<file path="config.mk">
export PLATFORM = sky130hd
export DESIGN_NAME = cmd_router
export DESIGN_NICKNAME = d
export VERILOG_FILES = /design/src/rtl/cmdr_pkg.sv /design/src/rtl/route_table.sv /design/src/rtl/dispatch_decode.sv /design/src/rtl/cmd_router.sv
export SDC_FILE = /design/constraint.sdc
export NUM_CORES = 1
export LEC_CHECK = 0
export ABC_AREA = 1
export BUFFER_PORTS_ARGS = -buffer_cell sky130_fd_sc_hd__buf_2
export CAP_MARGIN = 40
export CORE_AREA = 5 5 227 229
export CTS_CLUSTER_DIAMETER = 50
export DETAILED_ROUTE_END_ITERATION = 10
export DIE_AREA = 0 0 232 234
export MAX_ROUTING_LAYER = met4
export PLACE_DENSITY = 0.87
export SYNTH_ARGS = -nofsm -noshare
export SYNTH_HDL_FRONTEND = slang
export SYNTH_HIERARCHICAL = 1
export SYNTH_SLANG_ARGS = --single-unit
</file>
<file path="constraint.sdc">
create_clock -name clk -period 11.75 [get_ports clk]
set_input_delay 2.35 -clock clk [delete_from_list [all_inputs] [get_ports clk]]
set_output_delay 2.35 -clock clk [all_outputs]
set_load 0.02 [all_outputs]
</file>
<file path="src/rtl/cmdr_pkg.sv">
package cmdr_pkg;
  localparam int UNIT_W = 12;
  localparam int SUB_W  = 12;
  localparam int RSV_HI = 31;

  typedef enum logic [1:0] {PRV_U = 2'd0, PRV_S = 2'd1, PRV_H = 2'd2, PRV_M = 2'd3} prv_e;
  typedef enum logic [2:0] {TC_NONE = 3'd0, TC_NOUNIT = 3'd1, TC_DEBUG = 3'd2, TC_CFGERR = 3'd3} tcause_e;
  typedef enum logic [1:0] {RT_ZERO, RT_ONES, RT_DEVICE, RT_TRAP} route_e;

  // privilege level that receives a trap raised at level p
  function automatic logic [1:0] promote(input logic [1:0] p);
    return (p == PRV_M) ? PRV_M : p + 2'd1;
  endfunction

  // units that never reach a device and are not fallback constants
  function automatic logic unit_blocked(input logic [UNIT_W-1:0] u);
    return (u == '0) || ((u >= UNIT_W'(3)) && (u <= UNIT_W'(RSV_HI)));
  endfunction
endpackage

</file>
<file path="src/rtl/route_table.sv">
module route_table import cmdr_pkg::*; #(
  parameter int NENT  = 16,
  parameter int DEV_W = 2,
  localparam int IDX_W = $clog2(NENT)
) (
  input  logic              clk,
  input  logic              rst_n,
  input  logic              wr_en,
  input  logic [IDX_W-1:0]  wr_idx,
  input  logic              wr_valid,
  input  logic [UNIT_W-1:0] wr_unit,
  input  logic [1:0]        wr_priv,
  input  logic [DEV_W-1:0]  wr_dev,
  input  logic [SUB_W-1:0]  wr_sub,
  input  logic [UNIT_W-1:0] lk_unit,
  input  logic [1:0]        lk_priv,
  output logic              hit,
  output logic [DEV_W-1:0]  hit_dev,
  output logic [SUB_W-1:0]  hit_sub
);
  logic              ent_v [NENT];
  logic [UNIT_W-1:0] ent_u [NENT];
  logic [1:0]        ent_p [NENT];
  logic [DEV_W-1:0]  ent_d [NENT];
  logic [SUB_W-1:0]  ent_s [NENT];
  logic [NENT-1:0]   match;

  for (genvar i = 0; i < NENT; i++) begin : g_ent
    always_ff @(posedge clk) begin
      if (!rst_n) begin
        ent_v[i] <= 1'b0;
        ent_u[i] <= '0;
        ent_p[i] <= '0;
        ent_d[i] <= '0;
        ent_s[i] <= '0;
      end else if (wr_en && (wr_idx == IDX_W'(i))) begin
        ent_v[i] <= wr_valid;
        ent_u[i] <= wr_unit;
        ent_p[i] <= wr_priv;
        ent_d[i] <= wr_dev;
        ent_s[i] <= wr_sub;
      end
    end
    assign match[i] = ent_v[i] && (ent_u[i] == lk_unit) && (ent_p[i] == lk_priv);
  end

  // scan from the top so the lowest matching index is kept
  always_comb begin
    hit_dev = '0;
    hit_sub = '0;
    for (int i = NENT - 1; i >= 0; i--) begin
      if (match[i]) begin
        hit_dev = ent_d[i];
        hit_sub = ent_s[i];
      end
    end
  end
  assign hit = |match;
endmodule

</file>
<file path="src/rtl/dispatch_decode.sv">
module dispatch_decode import cmdr_pkg::*; (
  input  logic [UNIT_W-1:0] unit,
  input  logic [1:0]        priv,
  input  logic              dbg,
  input  logic              hit,
  output route_e            kind,
  output tcause_e           cause,
  output logic [1:0]        tgt
);
  logic no_route;
  assign no_route = unit_blocked(unit) || !hit;

  always_comb begin
    cause = TC_NONE;
    tgt   = promote(priv);
    if (unit == UNIT_W'(1))      kind = RT_ZERO;
    else if (unit == UNIT_W'(2)) kind = RT_ONES;
    else if (no_route) begin
      kind  = RT_TRAP;
      cause = ((priv == PRV_M) && dbg) ? TC_DEBUG : TC_NOUNIT;
    end else                     kind = RT_DEVICE;
  end
endmodule

</file>
<file path="src/rtl/cmd_router.sv">
module cmd_router import cmdr_pkg::*; #(
  parameter int XLEN = 32,
  parameter int NCMD = 8,
  parameter int NDEV = 4,
  parameter int NENT = 16,
  localparam int OP_W  = $clog2(NCMD),
  localparam int DEV_W = $clog2(NDEV),
  localparam int IDX_W = $clog2(NENT),
  localparam int SEL_W = SUB_W + OP_W
) (
  input  logic                 clk,
  input  logic                 rst_n,
  input  logic                 tbl_we,
  input  logic [IDX_W-1:0]     tbl_idx,
  input  logic                 tbl_valid,
  input  logic [UNIT_W-1:0]    tbl_unit,
  input  logic [1:0]           tbl_priv,
  input  logic [DEV_W-1:0]     tbl_dev,
  input  logic [SUB_W-1:0]     tbl_sub,
  input  logic                 cmd_valid,
  input  logic [OP_W-1:0]      cmd_op,
  input  logic [XLEN-1:0]      cmd_a,
  input  logic [XLEN-1:0]      cmd_b,
  input  logic [1:0]           cur_priv,
  input  logic                 debug_mode,
  output logic                 busy,
  output logic [NDEV-1:0]      dev_req,
  output logic [SEL_W-1:0]     dev_sel,
  output logic [XLEN-1:0]      dev_a,
  output logic [XLEN-1:0]      dev_b,
  input  logic [NDEV-1:0]      dev_ack,
  input  logic [NDEV-1:0]      dev_err,
  input  logic [NDEV*XLEN-1:0] dev_rdata,
  output logic                 res_done,
  output logic [XLEN-1:0]      res_data,
  output logic                 trap,
  output logic [2:0]           trap_cause,
  output logic [1:0]           trap_priv
);
  typedef enum logic {ST_IDLE, ST_WAIT} st_e;

  // selector: subdevice in the low field, command number above it
  function automatic logic [SEL_W-1:0] make_sel(input logic [SUB_W-1:0] sub,
                                                input logic [OP_W-1:0] op);
    return {op, sub};
  endfunction

  st_e              state;
  logic [DEV_W-1:0] dev_q;
  logic             hit;
  logic [DEV_W-1:0] hit_dev;
  logic [SUB_W-1:0] hit_sub;
  route_e           kind;
  tcause_e          cause;
  logic [1:0]       tgt;

  // named events for the assertions
  logic             accept;
  logic             resp_ack;
  logic             resp_err;
  logic [XLEN-1:0]  rdata_sel;

  assign accept    = cmd_valid && (state == ST_IDLE);
  assign busy      = (state == ST_WAIT);
  assign resp_ack  = |(dev_req & dev_ack);
  assign resp_err  = |(dev_req & dev_err);
  assign rdata_sel = dev_rdata[dev_q*XLEN +: XLEN];

  for (genvar d = 0; d < NDEV; d++) begin : g_req
    assign dev_req[d] = busy && (dev_q == DEV_W'(d));
  end

  route_table #(.NENT(NENT), .DEV_W(DEV_W)) u_table (
    .clk(clk), .rst_n(rst_n),
    .wr_en(tbl_we), .wr_idx(tbl_idx), .wr_valid(tbl_valid), .wr_unit(tbl_unit),
    .wr_priv(tbl_priv), .wr_dev(tbl_dev), .wr_sub(tbl_sub),
    .lk_unit(cmd_a[UNIT_W-1:0]), .lk_priv(cur_priv),
    .hit(hit), .hit_dev(hit_dev), .hit_sub(hit_sub)
  );

  dispatch_decode u_decode (
    .unit(cmd_a[UNIT_W-1:0]), .priv(cur_priv), .dbg(debug_mode), .hit(hit),
    .kind(kind), .cause(cause), .tgt(tgt)
  );

  always_ff @(posedge clk) begin
    if (!rst_n) begin
      state      <= ST_IDLE;
      dev_q      <= '0;
      dev_sel    <= '0;
      dev_a      <= '0;
      dev_b      <= '0;
      res_done   <= 1'b0;
      res_data   <= '0;
      trap       <= 1'b0;
      trap_cause <= TC_NONE;
      trap_priv  <= PRV_U;
    end else begin
      res_done <= 1'b0;
      trap     <= 1'b0;
      if (accept) begin
        unique case (kind)
          RT_ZERO: begin res_done <= 1'b1; res_data <= '0; end
          RT_ONES: begin res_done <= 1'b1; res_data <= '1; end
          RT_TRAP: begin trap <= 1'b1; trap_cause <= cause; trap_priv <= tgt; end
          RT_DEVICE: begin
            state   <= ST_WAIT;
            dev_q   <= hit_dev;
            dev_sel <= make_sel(hit_sub, cmd_op);
            dev_a   <= cmd_a;
            dev_b   <= cmd_b;
          end
        endcase
      end else if (busy && resp_err) begin
        state      <= ST_IDLE;
        trap       <= 1'b1;
        trap_cause <= TC_CFGERR;
        trap_priv  <= PRV_M;
      end else if (busy && resp_ack) begin
        state    <= ST_IDLE;
        res_done <= 1'b1;
        res_data <= rdata_sel;
      end
    end
  end

  // ---------------- assertions ----------------
  assert_excl_R10: assert property (@(posedge clk) disable iff (!rst_n)
    !(res_done && trap));

  assert_req_onehot_R7: assert property (@(posedge clk) disable iff (!rst_n)
    $onehot0(dev_req));

  assert_hold_R7: assert property (@(posedge clk) disable iff (!rst_n)
    (busy && !resp_ack && !resp_err) |=> ($stable(dev_sel) && $stable(dev_a) && $stable(dev_b) && $stable(dev_req)));

  assert_zero_R2: assert property (@(posedge clk) disable iff (!rst_n)
    (accept && cmd_a[UNIT_W-1:0] == UNIT_W'(1)) |=> (res_done && res_data == '0 && dev_req == '0));

  assert_ones_R3: assert property (@(posedge clk) disable iff (!rst_n)
    (accept && cmd_a[UNIT_W-1:0] == UNIT_W'(2)) |=> (res_done && res_data == '1));

  assert_unit0_R4: assert property (@(posedge clk) disable iff (!rst_n)
    (accept && cmd_a[UNIT_W-1:0] == '0) |=> (trap && !res_done && trap_cause != TC_CFGERR));

  assert_ack_R8: assert property (@(posedge clk) disable iff (!rst_n)
    (resp_ack && !resp_err) |=> (res_done && !busy));

  assert_err_R9: assert property (@(posedge clk) disable iff (!rst_n)
    resp_err |=> (trap && trap_cause == TC_CFGERR && trap_priv == PRV_M));

  assert_busy_R12: assert property (@(posedge clk) disable iff (!rst_n)
    (busy && cmd_valid && !resp_ack && !resp_err) |=> (busy && !res_done && !trap));
endmodule

</file>
======== Word level (Yosys, flattened, before mapping) ========
Memory sizes are Yosys's and may differ from the RTL's.
Index checks and enable logic that the tools add are counted.
W data, S select, Z words.
storage, ports and cells
  register bits ........................... 121
  RAM bits ................................ 464
  input port bits ......................... 243
  output and inout port bits .............. 123
  memories ................................ 5
memories
  name           words  width  read ports  clocked after Yosys merged registers in  wr ports  line               source
  u_table.ent_s  16     12     16          0                                        16        route_table.sv:25  logic [SUB_W-1:0] ent_s [NENT];
  u_table.ent_u  16     12     16          0                                        16        route_table.sv:22  logic [UNIT_W-1:0] ent_u [NENT];
  u_table.ent_d  16     2      16          0                                        16        route_table.sv:24  logic [DEV_W-1:0] ent_d [NENT];
  u_table.ent_p  16     2      16          0                                        16        route_table.sv:23  logic [1:0] ent_p [NENT];
  u_table.ent_v  16     1      16          0                                        16        route_table.sv:21  logic ent_v [NENT];
cells by class
  add/subtract/negate cells ............... 1
  $lt $le $gt $ge ......................... 2
  eq/ne operators ......................... 60
  shifts and indexed selects .............. 1
  multiplexer cells ....................... 190
  bitwise gates (word level) .............. 83
  reductions and logical operators ........ 75
operators with widths
  cell                   number
  $mux W12               48
  $eq A12 B12 Y1         16
  $shiftx A128 B8 Y32    1
  $mux W2                55
  $mux W32               3
  $or A1 B1 Y1           80
  $mux W1                77
  $pmux W32 S2           1
  $logic_and A1 B1 Y1    57
  $eq A2 B2 Y1           16
  $eq A4 B4 Y1 const B   8
  $mux W3                6
  $eq A4 B3 Y1 const B   4
  $reduce_or A16 Y1      1
  $eq A12 B1 Y1 const B  1
  $eq A12 B2 Y1 const B  1
  $ge A12 B2 Y1 const B  1
  $le A12 B5 Y1 const B  1
  $logic_not A12 Y1      1
  $eq A2 B2 Y1 const B   5
  $and A4 B4 Y4          2
  $eq A4 B2 Y1 const B   2
  $reduce_or A4 Y1       2
  $reduce_and A2 Y1      3
  15 further kinds       20

======== Depth between registers and ports, before layout ========
Gate-level depths: netlist (run 1).
An unclocked memory read counts as a cell.
  depth after elaboration ................. 20
  gate-level depth with buffers ........... 24
  depth with buffers taken out ............ 22

======== Hierarchy ========
Netlist (run 1), hierarchy kept.
by module, submodules not included
  module           times used  cells each  area each (µm²)  sequential area each (µm²)
  route_table      1           2463        22938.2          13923.4
  cmd_router       1           911         6065.8           2422.3
  dispatch_decode  1           40          181.4            0.0

======== Worst setup path before layout (run 1) ========
Ideal clock, no wire load.
  path kind ............................... input to register
  start point ............................. input port tbl_we
  end point ............................... memory u_table.ent_d[10][0] (netlist: u_table/ent_d[1][4]) (enable)
  arrival time ............................ 5009 ps
  data required time ...................... 11295 ps
  path slack .............................. 6286 ps
  stages .................................. 4
  path buffers ............................ 0
  cell sequence ........................... inv_1 nor3_1 inv_1 o21ai_0
RTL lines
  item                line               source
  start: declaration  cmd_router.sv:13   input logic tbl_we,
  end: declaration    route_table.sv:24

======== Worst setup path in the final report (run 1) ========
  start point ............................. input port cmd_a[3]
  end point ............................... register dev_b[3]
between the ends
  longest elaborated chain between the ends .. 11
ends and longest elaborated chain
  item                               line                   source
  start: declaration                 cmd_router.sv:22       input logic [XLEN-1:0] cmd_a,
  $eq A12 B12 Y1                     route_table.sv:44      assign match[i] = ent_v[i] && (ent_u[i] == lk_unit) && (ent_p[i] == lk_priv);
  $logic_and A1 B1 Y1 (2 in series)  route_table.sv:44
  $reduce_or A16 Y1 *                route_table.sv:58      assign hit = |match;
  named net hit                      cmd_router.sv:50       logic hit;
  $logic_not A1 Y1 *                 dispatch_decode.sv:11  assign no_route = unit_blocked(unit) || !hit;
  $logic_or A1 B1 Y1 *               dispatch_decode.sv:11
  $mux W1 *                          dispatch_decode.sv:18  else if (no_route) begin
  $mux W2 *                          dispatch_decode.sv:17  else if (unit == UNIT_W'(2)) kind = RT_ONES;
  $mux W2 *                          dispatch_decode.sv:16  if (unit == UNIT_W'(1)) kind = RT_ZERO;
  named net kind[0]                  cmd_router.sv:53       route_e kind;
  $eq A2 B2 Y1 *                     cmd_router.sv:102      unique case (kind)
  $reduce_and A2 Y1 (no line) *      n/a
  end signal: assignment             cmd_router.sv:111      dev_b <= cmd_b;
  end: declaration                   cmd_router.sv:30       output logic [XLEN-1:0] dev_b,
Mark *: on every way through the listed nets, which the timed path passes. The rest lies on a longest branch.
A chain may end at the register's enable or synchronous reset.

==> results.sh, run 1 <==
export IMPL_timing_hold_ws_ns=0.481
export IMPL_max_freq_mhz=151
export IMPL_syn_area_per_cell_um2=8.55
export IMPL_drc=0
export IMPL_io_pins=366
export IMPL_initial_core_util=0.590
export IMPL_syn_area_um2=29200
export IMPL_core_area_um2=49500
export IMPL_dieWidth_um=232
export IMPL_cpPeakStageDelay_ns=0.71
export IMPL_fin_crit_sh=0.563
export IMPL_fin_util=0.674
export IMPL_p_per_area_nw_per_um2=140
export IMPL_fin_tns_setup_ns=0
export IMPL_wl_per_cell_um=21.5
export IMPL_clock_root_buffer="clkbuf_16"
export IMPL_vdd_ir_drop_worst_v=0.000150
export IMPL_crit_chain="buf_2 -> inv_2 -> a221oi_1 -> nand2_1 -> nor2_1 -> nand2_1 -> nand2_1 -> nor4_1 -> nand2_1 -> nand3_1 -> nand2_1 -> inv_1 -> nor3_4 -> buf_4 -> o21ai_0 -> nor2_1"
export IMPL_drt_initial_drc_count=3694
export IMPL_layout_common_cells="833 x nor2_1, 688 x nand2_1, 463 x edfxtp_1"
export IMPL_worstSetupStartpointType="input pin"
export IMPL_dp_cells=4284
export IMPL_ys_async_sr_fraction=0
export IMPL_hold_violations=0
export IMPL_place_gp_congestion=0.963
export IMPL_crit_slowest_cell="nor2_1"
export IMPL_rsz0062_at_grt="no"
export IMPL_vias=26100
export IMPL_worst_pin_slew_ns=0.981
export IMPL_worstHoldPathCells=2
export IMPL_cts_max_level=2
export IMPL_grt_pass1_vias=24500
export IMPL_antenna_found_initial=7
export IMPL_drive_gt1_frac=0.174
export IMPL_synth_seq_area_share=0.560
export IMPL_ys_types=51
export IMPL_r2r_cells=14
export IMPL_worst_path_buf_inv=4
export IMPL_ant_nets=0
export IMPL_cts_reportedPaths_clkPinSlew_ns=0.06
export IMPL_timing_critical_path_arrival_ns=7.15
export IMPL_critPathCaptureType="flip-flop"
export IMPL_r2r_end="dev_b[3]$_SDFFE_PN0P_"
export IMPL_drtPass1Iterations=8
export IMPL_fin_skew_ns=0.0372
export IMPL_timing_critical_path_max_delay_family="simple AND/OR/NAND/NOR gates"
export IMPL_period_needed_ns=6.61
export IMPL_final_common_cell="nor2_1"
export IMPL_post_cts_buffers=0
export IMPL_die_area_um2=54300
export IMPL_outcome="complete, no violations"
export IMPL_setup_violations_final=0
export IMPL_routed_wl_um=94700
export IMPL_clockBufferDepth=3
export IMPL_synthCells=3414
export IMPL_synth_edf_count=463
export IMPL_cts_inserted_buffers=59
export IMPL_hold_path_class="flip-flop to flip-flop"
export IMPL_grt_max_degree=98
export IMPL_crit_fanout=79
export IMPL_die_h_um=234
export IMPL_cp_required_ns=12.29
export IMPL_crit_type="input pin to flip-flop"
export IMPL_leakage_nw=15.4
export IMPL_nets=3918
export IMPL_area_delta_synth_final_pct=14.2
export IMPL_cts_sinks=585
export IMPL_stdcell_count=4405
export IMPL_portBuffers=365
export IMPL_tritoncts="built"
export IMPL_via_per_inst=5.92
export IMPL_holdPathEnd="trap_priv[0]$_SDFFE_PN0P_"
export IMPL_post_place_ws_ns=4.97
export IMPL_grt_pass1_wl_um=139000
export IMPL_grtUsageTotal=0.343
export IMPL_overflow=0
export IMPL_synth_main_ff_cell="edfxtp_1"
export IMPL_yosys_warnings=6
export IMPL_r2r_start="u_table/ent_u[0][15]$_SDFFCE_PN0P_"
export IMPL_rows=82
export IMPL_crit_top_cell="nand2_1"
export IMPL_cap_violations=0
export IMPL_ys_seq_elements=585
export IMPL_rrSetupSlack_ns=7.36
export IMPL_relSlewSlack=0.345
export IMPL_slew_viol_final=0
export IMPL_cts_resized_gates=0
export IMPL_worstHoldStart="trap_priv[0]$_SDFFE_PN0P_"
export IMPL_hold_buffers=0
export IMPL_synth_nets=3657
export IMPL_clk_latency_ns=0.64
export IMPL_worst_slack_ns=5.14
export IMPL_hpwl_um=62800
==> per-stage QoR <==
step	cell area (µm²)	total power (W)
5_1_grt	33300	0.00476
6_report	33300	0.00465
4_1_cts	33300	0.00464
2_1_floorplan	29200	0.00260
3_5_place_dp	31300	0.00275
3_3_place_gp	31000	0.00272
==> worst max-delay path by stage <==
stage,from,end,cells after the start
finish,cmd_a[3],dev_b[3]$_SDFFE_PN0P_,16
global route,cmd_a[3],dev_b[31]$_SDFFE_PN0P_,16
CTS,cmd_a[3],dev_b[26]$_SDFFE_PN0P_,16
detailed placement,cmd_a[3],dev_b[3]$_SDFFE_PN0P_,16
global placement,cmd_a[1],dev_a[26]$_SDFFE_PN0P_,18
floorplan,tbl_we,u_table/ent_d[1][4]$_SDFFCE_PN0P_,4
==> worst min-delay path: stages, from the launching register on <==
cell and delay (ns):
dfxtp_1 0.31, nand3_1 0.07, a21oi_1 0.06
==> state kept, by name, summed over array words and instances, names as in the netlist, 15 cells and up <==
signal and flops:
u_table/ent_s 192, dev_a 32, dev_sel 15, u_table/ent_v 16, u_table/ent_u 192, res_data 32
dev_b 32, u_table/ent_d 32, u_table/ent_p 32
==> cell type report <==
cell class / instances / area, µm²
fillers: 3719 / 16100
well taps: 672 / 841
diodes: 7 / 17.5
clock inverters: 37 / 360
multi-input cells: 2313 / 10500
repair buffers: 427 / 2490
clock buffers: 75 / 1620
inverters: 289 / 1100
flip-flops and latches: 585 / 16300
==> synth_stat cells, types with 9 or more instances <==
| cell type | n | area share |
|---|---|---|
| a21oi_1 | 65 | 0.011 |
| a21oi_2 | 9 | 0.0027 |
| buf_2 | 56 | 0.0096 |
| buf_4 | 22 | 0.0057 |
| buf_6 | 32 | 0.012 |
| clkbuf_1 | 113 | 0.015 |
| dfxtp_1 | 122 | 0.084 |
| edfxtp_1 | 463 | 0.48 |
| inv_1 | 261 | 0.034 |
| inv_2 | 23 | 0.0030 |
| nand2_1 | 689 | 0.089 |
| nand2_2 | 18 | 0.0039 |
| nand3_1 | 256 | 0.044 |
| nand3_2 | 22 | 0.0075 |
| nand3b_1 | 23 | 0.0059 |
| nand4_1 | 25 | 0.0054 |
| nor2_1 | 833 | 0.11 |
| nor2_2 | 9 | 0.0019 |
| nor3_1 | 9 | 0.0015 |
| o21ai_0 | 173 | 0.030 |
| o21ai_1 | 29 | 0.0050 |
| o21bai_1 | 11 | 0.0028 |
| o22ai_1 | 15 | 0.0032 |
| xnor2_1 | 47 | 0.014 |
| xor2_1 | 19 | 0.0057 |
==> where the power goes <==
group	total, W	switching [W]	internal, W
Combinational	0.000346	0.000243	0.000102
Clock	0.00193	0.000817	0.00111
Sequential	0.00238	0.0000436	0.00233
Total	0.00465	0.00110	0.00355
==> layer usage <==
metal | part of all wire | global-route usage | routed length (µm)
met1 | 0.32 | 0.394 | 30800
met2 | 0.46 | 0.538 | 43600
met3 | 0.14 | 0.0906 | 13300
met4 | 0.075 | 0.217 | 7110
met5 | 0 | - | 0
==> cells by family (layout without fill, tap and decap cells) <==
kind of cell	count (synthesis)	after routing	synth area share
compound gates	326	326	0.0615
xor+xnor	66	66	0.0198
buf+inv	516	828	0.0803
flops	585	585	0.560
mux	1	1	0.000343
other cells	1	8	0.000128
simple gates	1919	1919	0.278
Power figures use the tool's default switching activity.
==> run 2, diff against run 1 <==
CORE_AREA = 5 5 229 231   (was 5 5 227 229)
DIE_AREA = 0 0 234 236   (was 0 0 232 234)
PLACE_DENSITY = 0.85   (was 0.87)
clock period = 6.6 ns   (was 11.75 ns; I/O delays follow)
==> results.sh, run 2 (synthesis results as in run 1) <==
export IMPL_outcome="complete, no violations"
export IMPL_final_common_cell="nor2_1"
export IMPL_io_pins=366
export IMPL_cts_inserted_buffers=60
export IMPL_grtUsageTotal=0.327
export IMPL_crit_slowest_cell="buf_4"
export IMPL_timing_critical_path_arrival_ns=5.43
export IMPL_pwr_share_comb=0.074
export IMPL_topRoutingLayerUsed="met4"
export IMPL_pwr_share_clk=0.407
export IMPL_worst_pin_slew_ns=0.994
export IMPL_dp_cells=4280
export IMPL_cts_sinks=585
export IMPL_fillers=3849
export IMPL_power_switching_w=0.00194
export IMPL_rsz0062_at_grt="no"
export IMPL_largest_registers="u_table/ent_s (192), u_table/ent_u (192)"
export IMPL_hpwl_um=61700
export IMPL_initial_core_util=0.585
export IMPL_timing_critical_path_max_delay_family="simple AND/OR/NAND/NOR gates"
export IMPL_timing_hold_ws_ns=0.481
export IMPL_tritoncts="built"
export IMPL_stdcell_count=4398
export IMPL_critPathCaptureType="flip-flop"
export IMPL_hold_violations=0
export IMPL_place_gp_congestion=0.945
export IMPL_wl_per_cell_um=20.8
export IMPL_total_power_w=0.00814
export IMPL_ant_nets=0
export IMPL_fin_tns_setup_ns=0
export IMPL_antenna_found_initial=4
export IMPL_dieWidth_um=234
export IMPL_die_h_um=236
export IMPL_cts_reportedPaths_clkPinSlew_ns=0.06
export IMPL_worstHoldPathCells=2
export IMPL_p_int_w=0.00620
export IMPL_cts_resized_gates=0
export IMPL_cp_depth=18
export IMPL_clk_latency_ns=0.64
export IMPL_post_cts_buffers=0
export IMPL_relSlewSlack=0.337
export IMPL_overflow=0
export IMPL_wl_met2_um=42000
export IMPL_core_area_um2=49900
export IMPL_slew_viol_final=0
export IMPL_wl_met3_um=12900
export IMPL_area_delta_synth_final_pct=13.5
export IMPL_fin_crit_sh=0.742
export IMPL_crit_chain="buf_2 -> inv_2 -> nand2_1 -> nand2_1 -> nor2_1 -> nand2_1 -> nor2_2 -> nand2_2 -> nand2_1 -> nor4_1 -> nand2_1 -> nand3_1 -> nand2_1 -> inv_1 -> nor3_4 -> buf_4 -> o21ai_0 -> nor2_1"
export IMPL_r2r_cells=16
export IMPL_vias=25400
export IMPL_cap_violations=0
export IMPL_cts_max_level=2
export IMPL_routed_wl_um=91600
export IMPL_vdd_ir_drop_worst_v=0.000216
export IMPL_cpPeakStageDelay_ns=0.62
export IMPL_worstSetupStartpointType="input pin"
export IMPL_p_per_area_nw_per_um2=246
export IMPL_grt_pass1_wl_um=135000
export IMPL_drc=0
export IMPL_worst_path_buf_inv=4
export IMPL_drt_initial_drc_count=3410
export IMPL_nets=3913
export IMPL_max_freq_mhz=204
export IMPL_crit_top_cell="nand2_1"
export IMPL_setup_violations_final=0
export IMPL_hold_path_class="flip-flop to flip-flop"
export IMPL_leakage_nw=15.3
export IMPL_m1WireLength_um=31000
export IMPL_period_needed_ns=4.89
export IMPL_rows=82
export IMPL_crit_fanout=79
export IMPL_drive_gt1_frac=0.170
export IMPL_cp_required_ns=7.14
export IMPL_portBuffers=365
export IMPL_hold_buffers=0
export IMPL_fin_skew_ns=0.0402
export IMPL_via_per_inst=5.77
export IMPL_grt_pass1_vias=23500
export IMPL_clock_root_buffer="clkbuf_16"
export IMPL_clockBufferDepth=3
export IMPL_layout_common_cells="833 x nor2_1, 688 x nand2_1, 463 x edfxtp_1"
export IMPL_seqPwrFrac=0.520
export IMPL_switching_share=0.238
export IMPL_drtPass1Iterations=8
export IMPL_grt_max_degree=92
export IMPL_crit_type="input pin to flip-flop"
export IMPL_die_area_um2=55200
[run 2: worst paths after layout]
check / start / endpoint / slack, ns
worst max register to register: u_table/ent_u[1][26]$_SDFFCE_PN0P_ / dev_a[16]$_SDFFE_PN0P_ / 2.66
worst min register to register: trap_priv[0]$_SDFFE_PN0P_ / trap_priv[0]$_SDFFE_PN0P_ / 0.48
worst min-delay path: trap_priv[0]$_SDFFE_PN0P_ / trap_priv[0]$_SDFFE_PN0P_ / 0.48
worst max-delay path: cmd_a[6] / dev_a[16]$_SDFFE_PN0P_ / 1.71
[run 2: area by class of cell]
cell class | instances | area [µm²] | area share
diodes | 5 | 12.5 | 0.000378
clock buffers | 76 | 1630 | 0.0494
clock inverters | 37 | 289 | 0.00873
inverters | 289 | 1100 | 0.0331
multi-input cells | 2313 | 10500 | 0.318
flip-flops and latches | 585 | 16300 | 0.494
well taps | 672 | 841 | 0.0254
repair buffers | 421 | 2350 | 0.0709
[run 2: routing by layer]
layer / GRT usage / vias to the layer above
met3: 0.0860 / 380
met2: 0.502 / 1854
met1: 0.397 / 11600
met4: 0.174 / 0
met5: - / -
li1: - / 11600
[run 2: through the flow]
step	utilization	setup slack, ns	cell area [µm²]
floorplan	-	2.17	29200
global placement	0.622	1.48	31000
detailed placement	0.625	1.35	31200
CTS	0.664	1.89	33100
global route	0.664	1.49	33100
finish	0.664	1.71	33100
[run 2: power groups by stage]
stage	registers, W	logic, W	clock network, W
floorplan	0.00429	0.000334	0
finish	0.00423	0.000601	0.00331
global route	0.00424	0.000638	0.00350
detailed placement	0.00430	0.000576	0
CTS	0.00422	0.000583	0.00333
global placement	0.00429	0.000556	0
[run 2: worst reg2reg max path, stage by stage (launching register included)]
cell and delay [ns]:
edfxtp_1 0.46, nand2_1 0.11, o21ai_1 0.09, nor2_1 0.17, nand2_1 0.12, nor2_2 0.49, nand2_2 0.20, nand2_1 0.46
nor4_1 0.14, nand2_1 0.12, nand3_1 0.08, nand2_1 0.09, inv_1 0.09, nor3_4 0.21, buf_4 0.62, o21ai_0 0.26
nor2_1 0.14
